## config.mk

```make
export PLATFORM = sky130hd
export DESIGN_NAME = rst_supervisor
export DESIGN_NICKNAME = d
export VERILOG_FILES = /design/src/rtl/rsv_pkg.sv /design/src/rtl/rsv_sync.sv /design/src/rtl/rsv_edge.sv /design/src/rtl/rsv_watchdog.sv /design/src/rtl/rsv_seq.sv /design/src/rtl/rst_supervisor.sv
export SDC_FILE = /design/constraint.sdc
export NUM_CORES = 1
export LEC_CHECK = 0
export BUFFER_PORTS_ARGS = -buffer_cell sky130_fd_sc_hd__buf_2
export CAP_MARGIN = 10
export CORE_ASPECT_RATIO = 0.8
export CORE_MARGIN = 2
export CORE_UTILIZATION = 50
export DETAILED_ROUTE_END_ITERATION = 16
export GPL_TIMING_DRIVEN = 1
export MAX_ROUTING_LAYER = met4
export PLACE_DENSITY = 0.71
export SKIP_LAST_GASP = 1
export SYNTH_ARGS = -nofsm -noshare
export SYNTH_HDL_FRONTEND = slang
export SYNTH_SLANG_ARGS = --single-unit
```

## constraint.sdc

```tcl
create_clock -name clk -period 4.65 [get_ports clk]
set_input_delay 0.93 -clock clk [delete_from_list [all_inputs] [get_ports clk]]
set_output_delay 0.93 -clock clk [all_outputs]
set_load 0.005 [all_outputs]
```

## src/rtl/rsv_pkg.sv

```systemverilog
package rsv_pkg;

    typedef enum logic [1:0] {
        PH_HOLD    = 2'd0,
        PH_TIMEOUT = 2'd1,
        PH_RUN     = 2'd2
    } phase_e;

    typedef struct packed {
        logic hi_pin;
        logic lo_pin;
        logic sda;
    } sense_t;

    localparam int unsigned SENSE_W = $bits(sense_t);

    localparam sense_t SENSE_IDLE = '{hi_pin: 1'b0, lo_pin: 1'b1, sda: 1'b0};
    localparam sense_t SENSE_RISE = '{hi_pin: 1'b1, lo_pin: 1'b0, sda: 1'b1};
    localparam sense_t SENSE_FALL = '{hi_pin: 1'b0, lo_pin: 1'b1, sda: 1'b1};

    typedef struct packed {
        logic man_hi;
        logic man_lo;
        logic wd_expire;
    } trig_t;

    function automatic logic any_trigger(input trig_t t);
        return t.man_hi | t.man_lo | t.wd_expire;
    endfunction

    function automatic logic is_driving(input phase_e p);
        return p != PH_RUN;
    endfunction

endpackage

```

## src/rtl/rsv_sync.sv

```systemverilog
module rsv_sync #(
    parameter int unsigned    W       = 3,
    parameter int unsigned    STAGES  = 2,
    parameter logic [W-1:0]   RST_VAL = '0
) (
    input  logic         clk,
    input  logic         rst,
    input  logic [W-1:0] d_i,
    output logic [W-1:0] q_o
);
    logic [W-1:0] stage_q [STAGES];

    always_ff @(posedge clk) begin
        if (rst) stage_q[0] <= RST_VAL;
        else     stage_q[0] <= d_i;
    end

    for (genvar s = 1; s < STAGES; s++) begin : g_stage
        always_ff @(posedge clk) begin
            if (rst) stage_q[s] <= RST_VAL;
            else     stage_q[s] <= stage_q[s-1];
        end
    end

    assign q_o = stage_q[STAGES-1];
endmodule

```

## src/rtl/rsv_edge.sv

```systemverilog
module rsv_edge #(
    parameter int unsigned  W         = 3,
    parameter logic [W-1:0] RST_VAL   = '0,
    parameter logic [W-1:0] WATCH_UP  = '1,
    parameter logic [W-1:0] WATCH_DN  = '1
) (
    input  logic         clk,
    input  logic         rst,
    input  logic [W-1:0] lvl_i,
    output logic [W-1:0] hit_o
);
    logic [W-1:0] prev_q;

    always_ff @(posedge clk) begin
        if (rst) prev_q <= RST_VAL;
        else     prev_q <= lvl_i;
    end

    for (genvar b = 0; b < W; b++) begin : g_bit
        logic up, dn;
        assign up       = lvl_i[b] & ~prev_q[b];
        assign dn       = ~lvl_i[b] & prev_q[b];
        assign hit_o[b] = (up & WATCH_UP[b]) | (dn & WATCH_DN[b]);
    end
endmodule

```

## src/rtl/rsv_watchdog.sv

```systemverilog
module rsv_watchdog #(
    parameter int unsigned CYCLES = 160_000_000,
    localparam int unsigned WW    = $clog2(CYCLES + 1)
) (
    input  logic          clk,
    input  logic          rst,
    input  logic          hold_i,
    input  logic          kick_i,
    output logic          expire_o,
    output logic [WW-1:0] count_o
);
    localparam logic [WW-1:0] LAST = WW'(CYCLES - 1);

    logic [WW-1:0] cnt_q;

    assign expire_o = !hold_i && !kick_i && (cnt_q == LAST);

    always_ff @(posedge clk) begin
        if (rst || hold_i || kick_i) cnt_q <= '0;
        else if (cnt_q == LAST)      cnt_q <= '0;
        else                         cnt_q <= cnt_q + 1'b1;
    end

    assign count_o = cnt_q;
endmodule

```

## src/rtl/rsv_seq.sv

```systemverilog
module rsv_seq
    import rsv_pkg::*;
#(
    parameter int unsigned PUR_CYCLES = 20_000_000,
    localparam int unsigned TW        = $clog2(PUR_CYCLES + 1)
) (
    input  logic          clk,
    input  logic          rst,
    input  logic          supply_ok_i,
    input  trig_t         trig_i,
    output phase_e        phase_o,
    output logic [TW-1:0] tmr_o
);
    localparam logic [TW-1:0] TMR_LAST = TW'(PUR_CYCLES - 1);

    phase_e        phase_q;
    logic [TW-1:0] tmr_q;

    always_ff @(posedge clk) begin
        if (rst) begin
            phase_q <= PH_HOLD;
            tmr_q   <= '0;
        end else if (!supply_ok_i) begin
            phase_q <= PH_HOLD;
            tmr_q   <= '0;
        end else begin
            unique case (phase_q)
                PH_HOLD: begin
                    phase_q <= PH_TIMEOUT;
                    tmr_q   <= '0;
                end
                PH_TIMEOUT: begin
                    if (tmr_q == TMR_LAST) begin
                        phase_q <= PH_RUN;
                        tmr_q   <= '0;
                    end else begin
                        tmr_q <= tmr_q + 1'b1;
                    end
                end
                PH_RUN: begin
                    if (any_trigger(trig_i)) begin
                        phase_q <= PH_TIMEOUT;
                        tmr_q   <= '0;
                    end
                end
                default: begin
                    phase_q <= PH_HOLD;
                    tmr_q   <= '0;
                end
            endcase
        end
    end

    assign phase_o = phase_q;
    assign tmr_o   = tmr_q;
endmodule

```

## src/rtl/rst_supervisor.sv

```systemverilog
module rst_supervisor
    import rsv_pkg::*;
#(
    parameter int unsigned PUR_CYCLES  = 20_000_000,
    parameter int unsigned WDT_CYCLES  = 160_000_000,
    parameter bit          WDT_EN      = 1'b1,
    parameter int unsigned SYNC_STAGES = 2,
    localparam int unsigned TW         = $clog2(PUR_CYCLES + 1),
    localparam int unsigned WW         = $clog2(WDT_CYCLES + 1)
) (
    input  logic clk,
    input  logic rst,
    input  logic supply_ok_i,
    input  logic data_line_i,
    input  logic rst_hi_pin_i,
    input  logic rst_lo_pin_i,
    output logic rst_hi_drv_o,
    output logic rst_lo_drv_o
);
    sense_t        raw, synced, hits;
    phase_e        phase;
    logic [TW-1:0] tmr_q;
    logic [WW-1:0] wd_count;
    logic          wd_hold, wd_kick, wd_expire, released;
    trig_t         trig;

    assign raw = '{hi_pin: rst_hi_pin_i, lo_pin: rst_lo_pin_i, sda: data_line_i};

    rsv_sync #(
        .W(SENSE_W), .STAGES(SYNC_STAGES), .RST_VAL(SENSE_IDLE)
    ) u_sync (
        .clk(clk), .rst(rst), .d_i(raw), .q_o(synced)
    );

    rsv_edge #(
        .W(SENSE_W), .RST_VAL(SENSE_IDLE),
        .WATCH_UP(SENSE_RISE), .WATCH_DN(SENSE_FALL)
    ) u_edge (
        .clk(clk), .rst(rst), .lvl_i(synced), .hit_o(hits)
    );

    assign released = !is_driving(phase);
    assign wd_hold  = !released;
    assign wd_kick  = hits.sda;

    if (WDT_EN) begin : g_wd
        rsv_watchdog #(.CYCLES(WDT_CYCLES)) u_wd (
            .clk(clk), .rst(rst), .hold_i(wd_hold), .kick_i(wd_kick),
            .expire_o(wd_expire), .count_o(wd_count)
        );
    end else begin : g_no_wd
        assign wd_expire = 1'b0;
        assign wd_count  = '0;
    end

    // pin sensing is masked while the block itself drives the pins
    assign trig.man_hi    = hits.hi_pin & released;
    assign trig.man_lo    = hits.lo_pin & released;
    assign trig.wd_expire = wd_expire;

    rsv_seq #(.PUR_CYCLES(PUR_CYCLES)) u_seq (
        .clk(clk), .rst(rst), .supply_ok_i(supply_ok_i), .trig_i(trig),
        .phase_o(phase), .tmr_o(tmr_q)
    );

    assign rst_hi_drv_o = !released;
    assign rst_lo_drv_o = !released;
endmodule

```

==> results.txt, run 1 <==
Final instance area - 0.00317 mm^2
Flop pwr share - 0.506
Cell Chain, Critical Path - ha_1 -> and4_1 -> nand3_1 -> nor4_4 -> nor3_1 -> buf_4 -> nor2_1 -> nor3_1
Share of layout cells above drive strength 1 - 0.0991
Crit-path max cell delay - 0.68 ns
Post-Syn Instances - 330
Grt ovf - 0
CP Class - flip-flop to flip-flop
I/O pin cnt - 8
LEAKAGE - 1.03 nW
Worst r2r path cells - 8
Post-synth top area share - 0.450
Post-synth cell types - 41
Initial drt markers - 128
CORE AREA - 0.00547 mm^2
Die Y - 71.5 um
Syn_nets - 338
Yosys warns - 0
Worst-case vdd ir drop - 245 uV
Final Slew Violations - 0
Sequential Area - 0.00128 mm^2
Initial Util - 0.521
Max Root-Sink Buffers - 2
Post-route minimum period - 2.79 ns
Total clock sinks - 64
CTS Root Cell - clkbuf_8
TritonCTS clock tree - yes
Slowest CP cell - nor2_1
DP Wirelength - 3.82 mm
Clock slew at reported path FFs - 0.07 ns
Post-cts sizing count - 0
Slew headroom - 0.365
Total Die Area - 0.00631 mm^2
Row count - 24
Maximum fanout along the worst path - 13
Post-CTS Setup Inserts - 0
Clock Latency Late Sink - 0.34 ns
F_max - 358 MHz
Vias in the first global route - 2113
Synthesis-stage register bit count - 64
GRT Overall Usage - 0.200
First-pass GRT wire length - 9.45 mm
Min-Delay Path Class - flip-flop to flip-flop
# nets final - 347
Routed len/inst - 12.7 um
Vias post-DR - 2259
Synthesis-to-layout area growth - 11.3%
Internal Power - 0.000885 W
Final hold violation count - 0
TritonRoute pass-1 iters - 4
Multi-input gate area - 0.00150 mm^2
Routability cong. - 0.809
Worst Setup Start Kind - flip-flop
Pwr/cell area - 345 mW/mm^2
Least-Margin Pin Slew - 0.952 ns
Most frequent CP cell - nor3_1
Reg2Reg Launch Point - g_wd.u_wd.count_o[0]
Hold Path Depth - 1
Hold_ws - 0.408 ns
Worst Path Arrival - 2.98 ns
Clk_skew - 0.00665 ns
CTS Buf Count - 9
Flop2flop setup slack - 1.86 ns
N_diodes - 0
Largest net degree at the start of global routing - 29
Logic pwr share - 0.011
Hold Path End - u_sync.stage_q[1][1]
Reg-to-Reg End - u_seq.tmr_o[9]
Syn Area/Cell - 8.62 um^2
Required @ worst endpoint - 4.84 ns
Final wirelength - 5.34 mm
# fillers - 498
RSZ-0062 raised after global routing - no
I/O Buffers - 7
Placed inst area - 0.00295 mm^2
Die width - 88.3 um
Endpoint class of the critical path - flip-flop
Antenna Violating Nets Remaining - 0
Top cell type by total area after synthesis - dfxtp_1
Sequential share of the synthesized area - 0.450
Hold path start - u_sync.stage_q[0][1]
Drt drc - 0
Most common flop cell mapped by yosys - dfxtp_1
Mapped Area - 0.00285 mm^2
Sw Ratio - 0.191
Switching pwr - 0.000209 W
Post-cts hold buffer count - 0
Synth area leaders - dfxtp_1, xor2_1, nor2_1, xnor2_1, nand2_1
Tcrit/Tclk final - 0.600
Post-synth EDFFs - 0
Final Setup Violations - 0
Vias per cell - 5.37
CTS HTree Levels - 3
Initial antenna violation count - 0
Clock power frac - 0.483
Synth async-reset ratio - 0
Setup TNS - 0 ns
Status - finished clean
Number of max-cap violations - 0
## synth_stat cells (all sizes together), types with 4 or more instances
master	count
nor4	8
xor2	25
o31ai	4
o21a	4
nor2	53
nand2b	4
a21oi	10
clkbuf	9
nor3	10
and3	8
nand3	17
nand4	11
nand2	24
nor2b	6
o21ai	17
dfxtp	64
inv	5
or3	6
xnor2	13
or2	4
## placed cells by master (no fill, tap or decap), drive strengths merged, types with 3 or more instances in the layout
master / netlist / layout
xnor2: 13 / 13
a21oi: 10 / 10
nor3: 10 / 10
nand2: 24 / 24
nand2b: 4 / 4
or3: 6 / 6
nor4b: 3 / 3
nor2b: 6 / 6
nor4: 8 / 8
and3: 8 / 8
nand3: 17 / 17
nand4: 11 / 11
nor2: 53 / 53
xor2: 25 / 25
and4: 3 / 3
or2: 4 / 4
o31ai: 4 / 4
dfxtp: 64 / 64
o21a: 4 / 4
buf: 2 / 9
inv: 5 / 5
or4: 3 / 3
o21ai: 17 / 17
clkbuf: 9 / 12
## stage by stage
step / instances / total power [W] / setup WS [ns] / util
after CTS: 421 / 0.00110 / 1.80 / 0.579
final: 421 / 0.00109 / 1.86 / 0.579
after global placement: 406 / 0.000577 / 1.93 / 0.539
after floorplan: 330 / 0.000574 / 2.48 / -
after detailed placement: 406 / 0.000578 / 1.81 / 0.539
after global routing: 421 / 0.00113 / 1.57 / 0.579
## cell families after synthesis
logic type / count (synthesis) / share of synthesized area
AO/OA/AOI/OAI: 45 / 0.0972
XOR/XNOR: 38 / 0.117
adder cells (fa/ha/maj): 2 / 0.00879
buffers and inverters: 16 / 0.0229
flip-flops: 64 / 0.450
multiplexers: 1 / 0.00352
AND/OR/NAND/NOR: 164 / 0.300
## worst max path at each step
stage / slack [ns] / cells past startpoint / start / end
floorplan: 2.48 / 5 / rst / g_wd.u_wd.count_o[10]
global placement: 1.93 / 8 / g_wd.u_wd.count_o[0] / u_seq.tmr_o[9]
detailed placement: 1.81 / 8 / g_wd.u_wd.count_o[0] / u_seq.tmr_o[9]
CTS: 1.80 / 8 / g_wd.u_wd.count_o[0] / u_seq.tmr_o[9]
global route: 1.57 / 8 / g_wd.u_wd.count_o[0] / u_seq.tmr_o[9]
finish: 1.86 / 8 / g_wd.u_wd.count_o[0] / u_seq.tmr_o[9]
## layout make-up
type                            count  share of cell area
Clock buffer                       12              0.0490
Clock inverter                      3              0.0205
Inverter                            5             0.00593
Multi-Input combinational cell    250               0.473
Sequential cell                    64               0.405
Tap cell                           78              0.0308
Timing Repair Buffer                9              0.0158
## power groups by stage
stage               combinational, W  clock [W]  sequential, W
finish                     0.0000120   0.000528       0.000553
global route               0.0000138   0.000560       0.000553
CTS                        0.0000122   0.000539       0.000553
detailed placement         0.0000122          0       0.000566
global placement           0.0000117          0       0.000566
floorplan                 0.00000843          0       0.000565
## state kept, by name (all words and copies together) (netlist names)
signal / cells
g_wd.u_wd.count_o: 28
u_seq.tmr_o: 25
u_sync.stage_q: 6
u_edge.prev_q: 3
u_seq.phase_o: 2
## worst max-delay path, delay by kind of cell, from the launching register on
family	cells	cell delay, ns
AND/OR/NAND/NOR	6	1.82
flip-flops	1	0.37
adder cells (fa/ha/maj)	1	0.23
buffers and inverters	1	0.21
## layer usage
layer / GRT usage / vias up / routed length (um)
li1: - / 1173 / -
met1: 0.256 / 1048 / 2600
met2: 0.289 / 31 / 2410
met3: 0.0599 / 7 / 249
met4: 0.0976 / 0 / 78
met5: - / - / 0
Power figures use the tool's default switching activity.
==> run 2, diff against run 1 <==
Clock period 4.65 ns to 2.87 ns, I/O delays scaled along.
==> run 2 against run 1 <==
- design area is 1.6% higher
- first-iteration DRC count is 39% higher
- register-to-register slack worse by 1.4 ns
- critical path depth is 1 higher
- worst setup slack worse by 1.4 ns
- critical path type unchanged
- critical endpoint is now u_seq.tmr_o[5]
==> results.txt, run 2 (synthesized netlist as in run 1, its figures left out) <==
I/O Buffers - 7 (unchanged)
Least-Margin Pin Slew - 0.675 ns (-0.277 ns)
Initial Util - 0.521 (unchanged)
Initial drt markers - 178 (+39%)
Drt drc - 0 (unchanged)
Number of max-cap violations - 0 (unchanged)
Reg-to-Reg End - u_seq.tmr_o[5]
Worst-case vdd ir drop - 394 uV (+61%)
Post-cts hold buffer count - 0 (unchanged)
Most common cell after layout, fill and taps aside - dfxtp_1
Slowest CP cell - nor4_4
DP Wirelength - 3.78 mm (-1.1%)
Total clock sinks - 64 (unchanged)
TritonCTS clock tree - yes
Routability cong. - 0.822 (+1.5%)
TritonRoute pass-1 iters - 4 (unchanged)
Crit-path max cell delay - 0.54 ns (-0.14 ns)
N_diodes - 0 (unchanged)
CP Capture Point - u_seq.tmr_o[5]
Row count - 24 (unchanged)
Antenna Violating Nets Remaining - 0 (unchanged)
Setup TNS - 0 ns (unchanged)
Maximum fanout along the worst path - 13 (unchanged)
Routed len/inst - 12.4 um (-2.0%)
CTS Buf Count - 9 (unchanged)
Tcrit/Tclk final - 0.828 (+0.228)
Worst Setup Start Kind - flip-flop
Max Root-Sink Buffers - 2 (unchanged)
Non-Filler Instances - 428 (+1.7%)
Pwr/cell area - 545 mW/mm^2 (+58%)
Die Y - 71.5 um (unchanged)
Number of buffer and inverter stages on the critical path - 2 (+1)
Final hold violation count - 0 (unchanged)
Post-CTS Setup Inserts - 0 (unchanged)
Largest net degree at the start of global routing - 14 (-52%)
Vias in the first global route - 2004 (-5.2%)
Final wirelength - 5.32 mm (-0.37%)
F_max - 421 MHz (+17%)
Placed cells - 413 (+1.7%)
CORE AREA - 0.00547 mm^2 (unchanged)
LEAKAGE - 1.06 nW (+2.8%)
Slew headroom - 0.546 (+0.181)
First-pass GRT wire length - 9.20 mm (-2.6%)
Share of layout cells above drive strength 1 - 0.120 (+0.0209)
GRT Overall Usage - 0.194 (-0.00586)
Vias per cell - 5.31 (-0.98%)
Most frequent cells in the layout - dfxtp_1, nor2_1, xor2_1, nand2_1, nand3_1
Vias post-DR - 2274 (+0.66%)
Total Die Area - 0.00631 mm^2 (unchanged)
Worst r2r path cells - 9 (+1)
Initial antenna violation count - 0 (unchanged)
CP Class - flip-flop to flip-flop
CTS Root Cell - clkbuf_8
Status - finished clean
Final Setup Violations - 0 (unchanged)
Cell Chain, Critical Path - ha_1 -> and4_1 -> nand3_1 -> nor4_4 -> nor3_1 -> buf_4 -> nor2_1 -> buf_4 -> a21oi_1
# nets final - 354 (+2.0%)
Most frequent CP cell - buf_4
I/O pin cnt - 8 (unchanged)
CTS HTree Levels - 3 (unchanged)
Total power - 0.00175 W (+60%)
Final Slew Violations - 0 (unchanged)
Crit path depth - 9 (+1)
Grt ovf - 0 (unchanged)
Largest register FFs - 28 (unchanged)
Die width - 88.3 um (unchanged)
Worst Path Arrival - 2.59 ns (-0.39 ns)
Endpoint class of the critical path - flip-flop
Worst Setup SP - g_wd.u_wd.count_o[0]
Post-cts sizing count - 0 (unchanged)
# fillers - 507 (+1.8%)
Clock slew at reported path FFs - 0.07 ns (about the same)
Hold_ws - 0.409 ns (+0.000962 ns)
Flop2flop setup slack - 0.49 ns (-1.37 ns)
Synthesis-to-layout area growth - 13.1%
CP top delay family - simple AND/OR/NAND/NOR gates
Post-route minimum period - 2.38 ns (-0.415 ns)
Reg2Reg Launch Point - g_wd.u_wd.count_o[0]
Clock Latency Late Sink - 0.33 ns (about the same)
Required @ worst endpoint - 3.09 ns (-1.75 ns)
Clk_skew - 0.00693 ns (+0.000277 ns)
RSZ-0062 raised after global routing - no
Min-Delay Path Class - flip-flop to flip-flop
run 2: power by group:
group	leakage [nW]	switching, W	internal, W
Sequential	0.517	0.00000254	0.000894
Clock	0.108	0.000329	0.000507
Combinational	0.435	0.0000116	0.00000969
run 2: how the worst min path moves through the flow:
stage,from,end,slack (ns),cells past startpoint
floorplan,u_sync.stage_q[0][1],u_sync.stage_q[1][1],0.39,1
global placement,u_sync.stage_q[0][1],u_sync.stage_q[1][1],0.39,1
detailed placement,u_sync.stage_q[0][1],u_sync.stage_q[1][1],0.39,1
CTS,rst_lo_pin_i,u_sync.stage_q[0][1],0.40,2
global route,rst_lo_pin_i,u_sync.stage_q[0][1],0.40,2
finish,u_sync.stage_q[0][1],u_sync.stage_q[1][1],0.41,1
run 2: per-stage QoR:
| step | util | setup slack [ns] | instance area, um^2 |
|---|---|---|---|
| final | 0.589 | 0.494 | 3220 |
| after global routing | 0.589 | 0.247 | 3220 |
| after CTS | 0.589 | 0.503 | 3220 |
| after detailed placement | 0.549 | 0.525 | 3000 |
| after global placement | 0.549 | 0.610 | 3000 |
| after floorplan | - | 0.791 | 2850 |
run 2: area by class of cell:
class	count	area (um^2)	share of cell area
multi-input cells	250	1500	0.466
flip-flops and latches	64	1280	0.398
clock inverters	5	81.3	0.0253
clock buffers	10	138	0.0428
repair buffers	16	103	0.0319
well taps	78	97.6	0.0303
inverters	5	18.8	0.00583
run 2: per-layer routing:
metal / track usage / vias to the layer above / wire [um]
li1: - / 1180 / -
met1: 0.272 / 1052 / 2820
met2: 0.263 / 38 / 2210
met3: 0.0760 / 4 / 240
met4: 0.0505 / 0 / 50
met5: - / - / 0
==> run 3, diff against run 2 <==
Settings changed: ABC_AREA from default to 1.
Clock period 2.87 ns to 2.2 ns, I/O delays scaled along.
==> run 3 against run 2 <==
- critical path depth is 1 lower
- via count is 53% higher
- largest power group is now clock
- fmax is 28% higher
- critical path type unchanged
- sequential cell count stayed put
- die area is 25% higher
==> results.txt, run 3 <==
CTS HTree Levels - 3 (unchanged)
CTS Buf Count - 9 (unchanged)
# fillers - 662 (+31%)
First-pass GRT wire length - 14.3 mm (+55%)
Post-synth top cells - nand2_1, nor2_1, dfxtp_1
I/O pin cnt - 8 (unchanged)
Worst-case vdd ir drop - 398 uV (+1.0%)
Logic pwr share - 0.018 (+0.006)
Routability cong. - 0.937 (+14%)
Vias in the first global route - 2986 (+49%)
Endpoint class of the critical path - flip-flop
Synth Area in Compound Gates - 0.0691 (-0.0281)
Top cell type by total area after synthesis - dfxtp_1
Internal Power - 0.00194 W (+38%)
Drt drc - 0 (unchanged)
Clk_skew - 0.00595 ns (-0.000980 ns)
Post-route minimum period - 1.85 ns (-0.526 ns)
Most common flop cell mapped by yosys - dfxtp_1
Synthesis-to-layout area growth - 9.38%
Share of layout cells above drive strength 1 - 0.114 (-0.00608)
Largest net degree at the start of global routing - 29 (+15)
Area share of fa/ha/maj cells after synthesis - 0.00695 (-0.00185)
Most common cell after layout, fill and taps aside - nand2_1
Most frequent cells in the layout - nand2_1, nor2_1, dfxtp_1, nand3_1, inv_1
Clock power frac - 0.514 (+0.037)
Clock Latency Late Sink - 0.35 ns (+0.02 ns)
Routed len/inst - 13.3 um (+7.2%)
Synth area leaders - dfxtp_1, nand2_1, nor2_1, nand3_1, inv_1
Worst Setup SP - u_seq.tmr_o[0]
Die Y - 79.9 um (+12%)
Initial drt markers - 245 (+38%)
Min-Delay Path Class - primary input to flip-flop
I/O Buffers - 7 (unchanged)
Mapped Area - 0.00360 mm^2 (+27%)
Routed length on met3 - 765 um (+220%)
Sw Ratio - 0.221 (+0.0251)
Initial antenna violation count - 0 (unchanged)
Post-cts hold buffer count - 0 (unchanged)
Yosys warns - 0 (unchanged)
Post-synth top area share - 0.356 (-0.0946)
Die width - 98.9 um (+12%)
Flop pwr share - 0.468 (-0.043)
Reg2Reg Launch Point - u_seq.tmr_o[0]
Status - finished clean
CTS Root Cell - clkbuf_8
Largest register FFs - 28 (unchanged)
Count leader, synth - nand2_1
# nets final - 556 (+57%)
Max Root-Sink Buffers - 2 (unchanged)
F_max - 541 MHz (+28%)
Switching pwr - 0.000551 W (+60%)
DP Wirelength - 6.14 mm (+63%)
N_diodes - 0 (unchanged)
Required @ worst endpoint - 2.43 ns (-0.66 ns)
Final wirelength - 8.53 mm (+60%)
Slew headroom - 0.648 (+0.102)
Row count - 27 (+13%)
Core Util, Final - 0.569 (-0.0199)
Total clock sinks - 64 (unchanged)
Post-synth cell types - 34 (-17%)
Synthesis-stage register bit count - 64 (unchanged)
Detail Route met2 WL - 3.38 mm (+53%)
Post-cts sizing count - 0 (unchanged)
Final Slew Violations - 0 (unchanged)
Vias per cell - 5.43 (+2.2%)
Final hold violation count - 0 (unchanged)
Post-Syn Instances - 538 (+63%)
Post-CTS Setup Inserts - 0 (unchanged)
Post-synth EDFFs - 0 (unchanged)
WL met1 - 4.30 mm (+53%)
Worst Path Arrival - 2.08 ns (-0.51 ns)
LEAKAGE - 1.25 nW (+18%)
Number of max-cap violations - 0 (unchanged)
Total Die Area - 0.00790 mm^2 (+25%)
Simple-Gate Fraction of Synth Area - 0.453 (+0.152)
Worst Setup Start Kind - flip-flop
Post-Synth XOR/XNOR Area - 0.0389 (-0.0781)
Hold path start - rst_lo_pin_i
CP Class - flip-flop to flip-flop
GRT Overall Usage - 0.234 (+0.0398)
Initial Util - 0.520 (about the same)
Syn_nets - 546 (+62%)
Final Setup Violations - 0 (unchanged)
Maximum fanout along the worst path - 9 (-4)
Vias post-DR - 3476 (+53%)
Sequential share of the synthesized area - 0.356 (-0.0946)
Pwr/cell area - 633 mW/mm^2 (+16%)
CORE AREA - 0.00693 mm^2 (+27%)
Setup TNS - 0 ns (unchanged)
RSZ-0062 raised after global routing - no
TritonRoute pass-1 iters - 7 (+3)
TritonCTS clock tree - yes
Least-Margin Pin Slew - 0.526 ns (-0.149 ns)
Total power - 0.00250 W (+42%)
Syn Area/Cell - 6.70 um^2 (-22%)
Clock slew at reported path FFs - 0.08 ns (about the same)
Mux cell area share after synthesis - 0 (-0.00352)
Antenna Violating Nets Remaining - 0 (unchanged)
Synth async-reset ratio - 0 (unchanged)
Top Metal Used - met4
Tcrit/Tclk final - 0.841 (+0.0131)
Largest family of logic cells by synthesized area - simple AND/OR/NAND/NOR gates
Grt ovf - 0 (unchanged)
run 3: path summary, 6_finish.rpt:
check | depth (start not counted) | endpoint | slack [ns]
hold / removal | 2 | u_sync.stage_q[0][1] | 0.27
setup reg to reg | 8 | u_seq.tmr_o[0] | 0.35
setup / recovery | 8 | u_seq.tmr_o[0] | 0.35
hold reg to reg | 2 | u_sync.stage_q[1][2] | 0.40
run 3: per-stage QoR:
step	cells	hold slack [ns]	instance area, um^2	worst slack, ns
floorplan	538	0.388	3600	0.660
global placement	624	0.391	3690	0.471
detailed placement	624	0.392	3690	0.391
CTS	640	0.254	3940	0.386
global route	640	0.256	3940	0.216
finish	640	0.272	3940	0.350
run 3: cells by family (layout without fill, tap and decap cells):
group	count (synthesis)	after routing
flops	64	64
compound gates	44	44
simple gates	349	349
xor+xnor	16	16
fa+ha+maj	2	2
buf+inv	63	78
run 3: per-layer routing:
metal  up-vias  global-route usage
met5         -                   -
met4         0              0.0575
met3         8              0.0674
met2       129               0.324
met1      1566               0.335
li1       1773                   -
run 3: critical path, stage by stage (launching register included):
cell	delay (ns)
dfxtp_1	0.44
ha_1	0.31
inv_1	0.12
nor2_4	0.18
nand2_2	0.15
nor2_1	0.17
nand2_2	0.17
nand3b_1	0.13
a21oi_1	0.07
run 3: final cells by class:
cell class                 instances  area [um^2]  area share
inverter                          51          191      0.0486
clock inverter                     7          125      0.0318
tap                               87          109      0.0276
sequential                        64         1280       0.325
multi-input combinational        411         2040       0.519
clock buffer                       9          124      0.0314
timing repair buffer              11         65.1      0.0165
run 3: power by group through the flow:
stage                     Combinational [W]  Clock (W)  Sequential, W
after global routing              0.0000492    0.00135        0.00117
after global placement            0.0000429          0        0.00120
after detailed placement          0.0000438          0        0.00120
after floorplan                   0.0000294          0        0.00120
final                             0.0000442    0.00128        0.00117
after CTS                         0.0000439    0.00131        0.00117
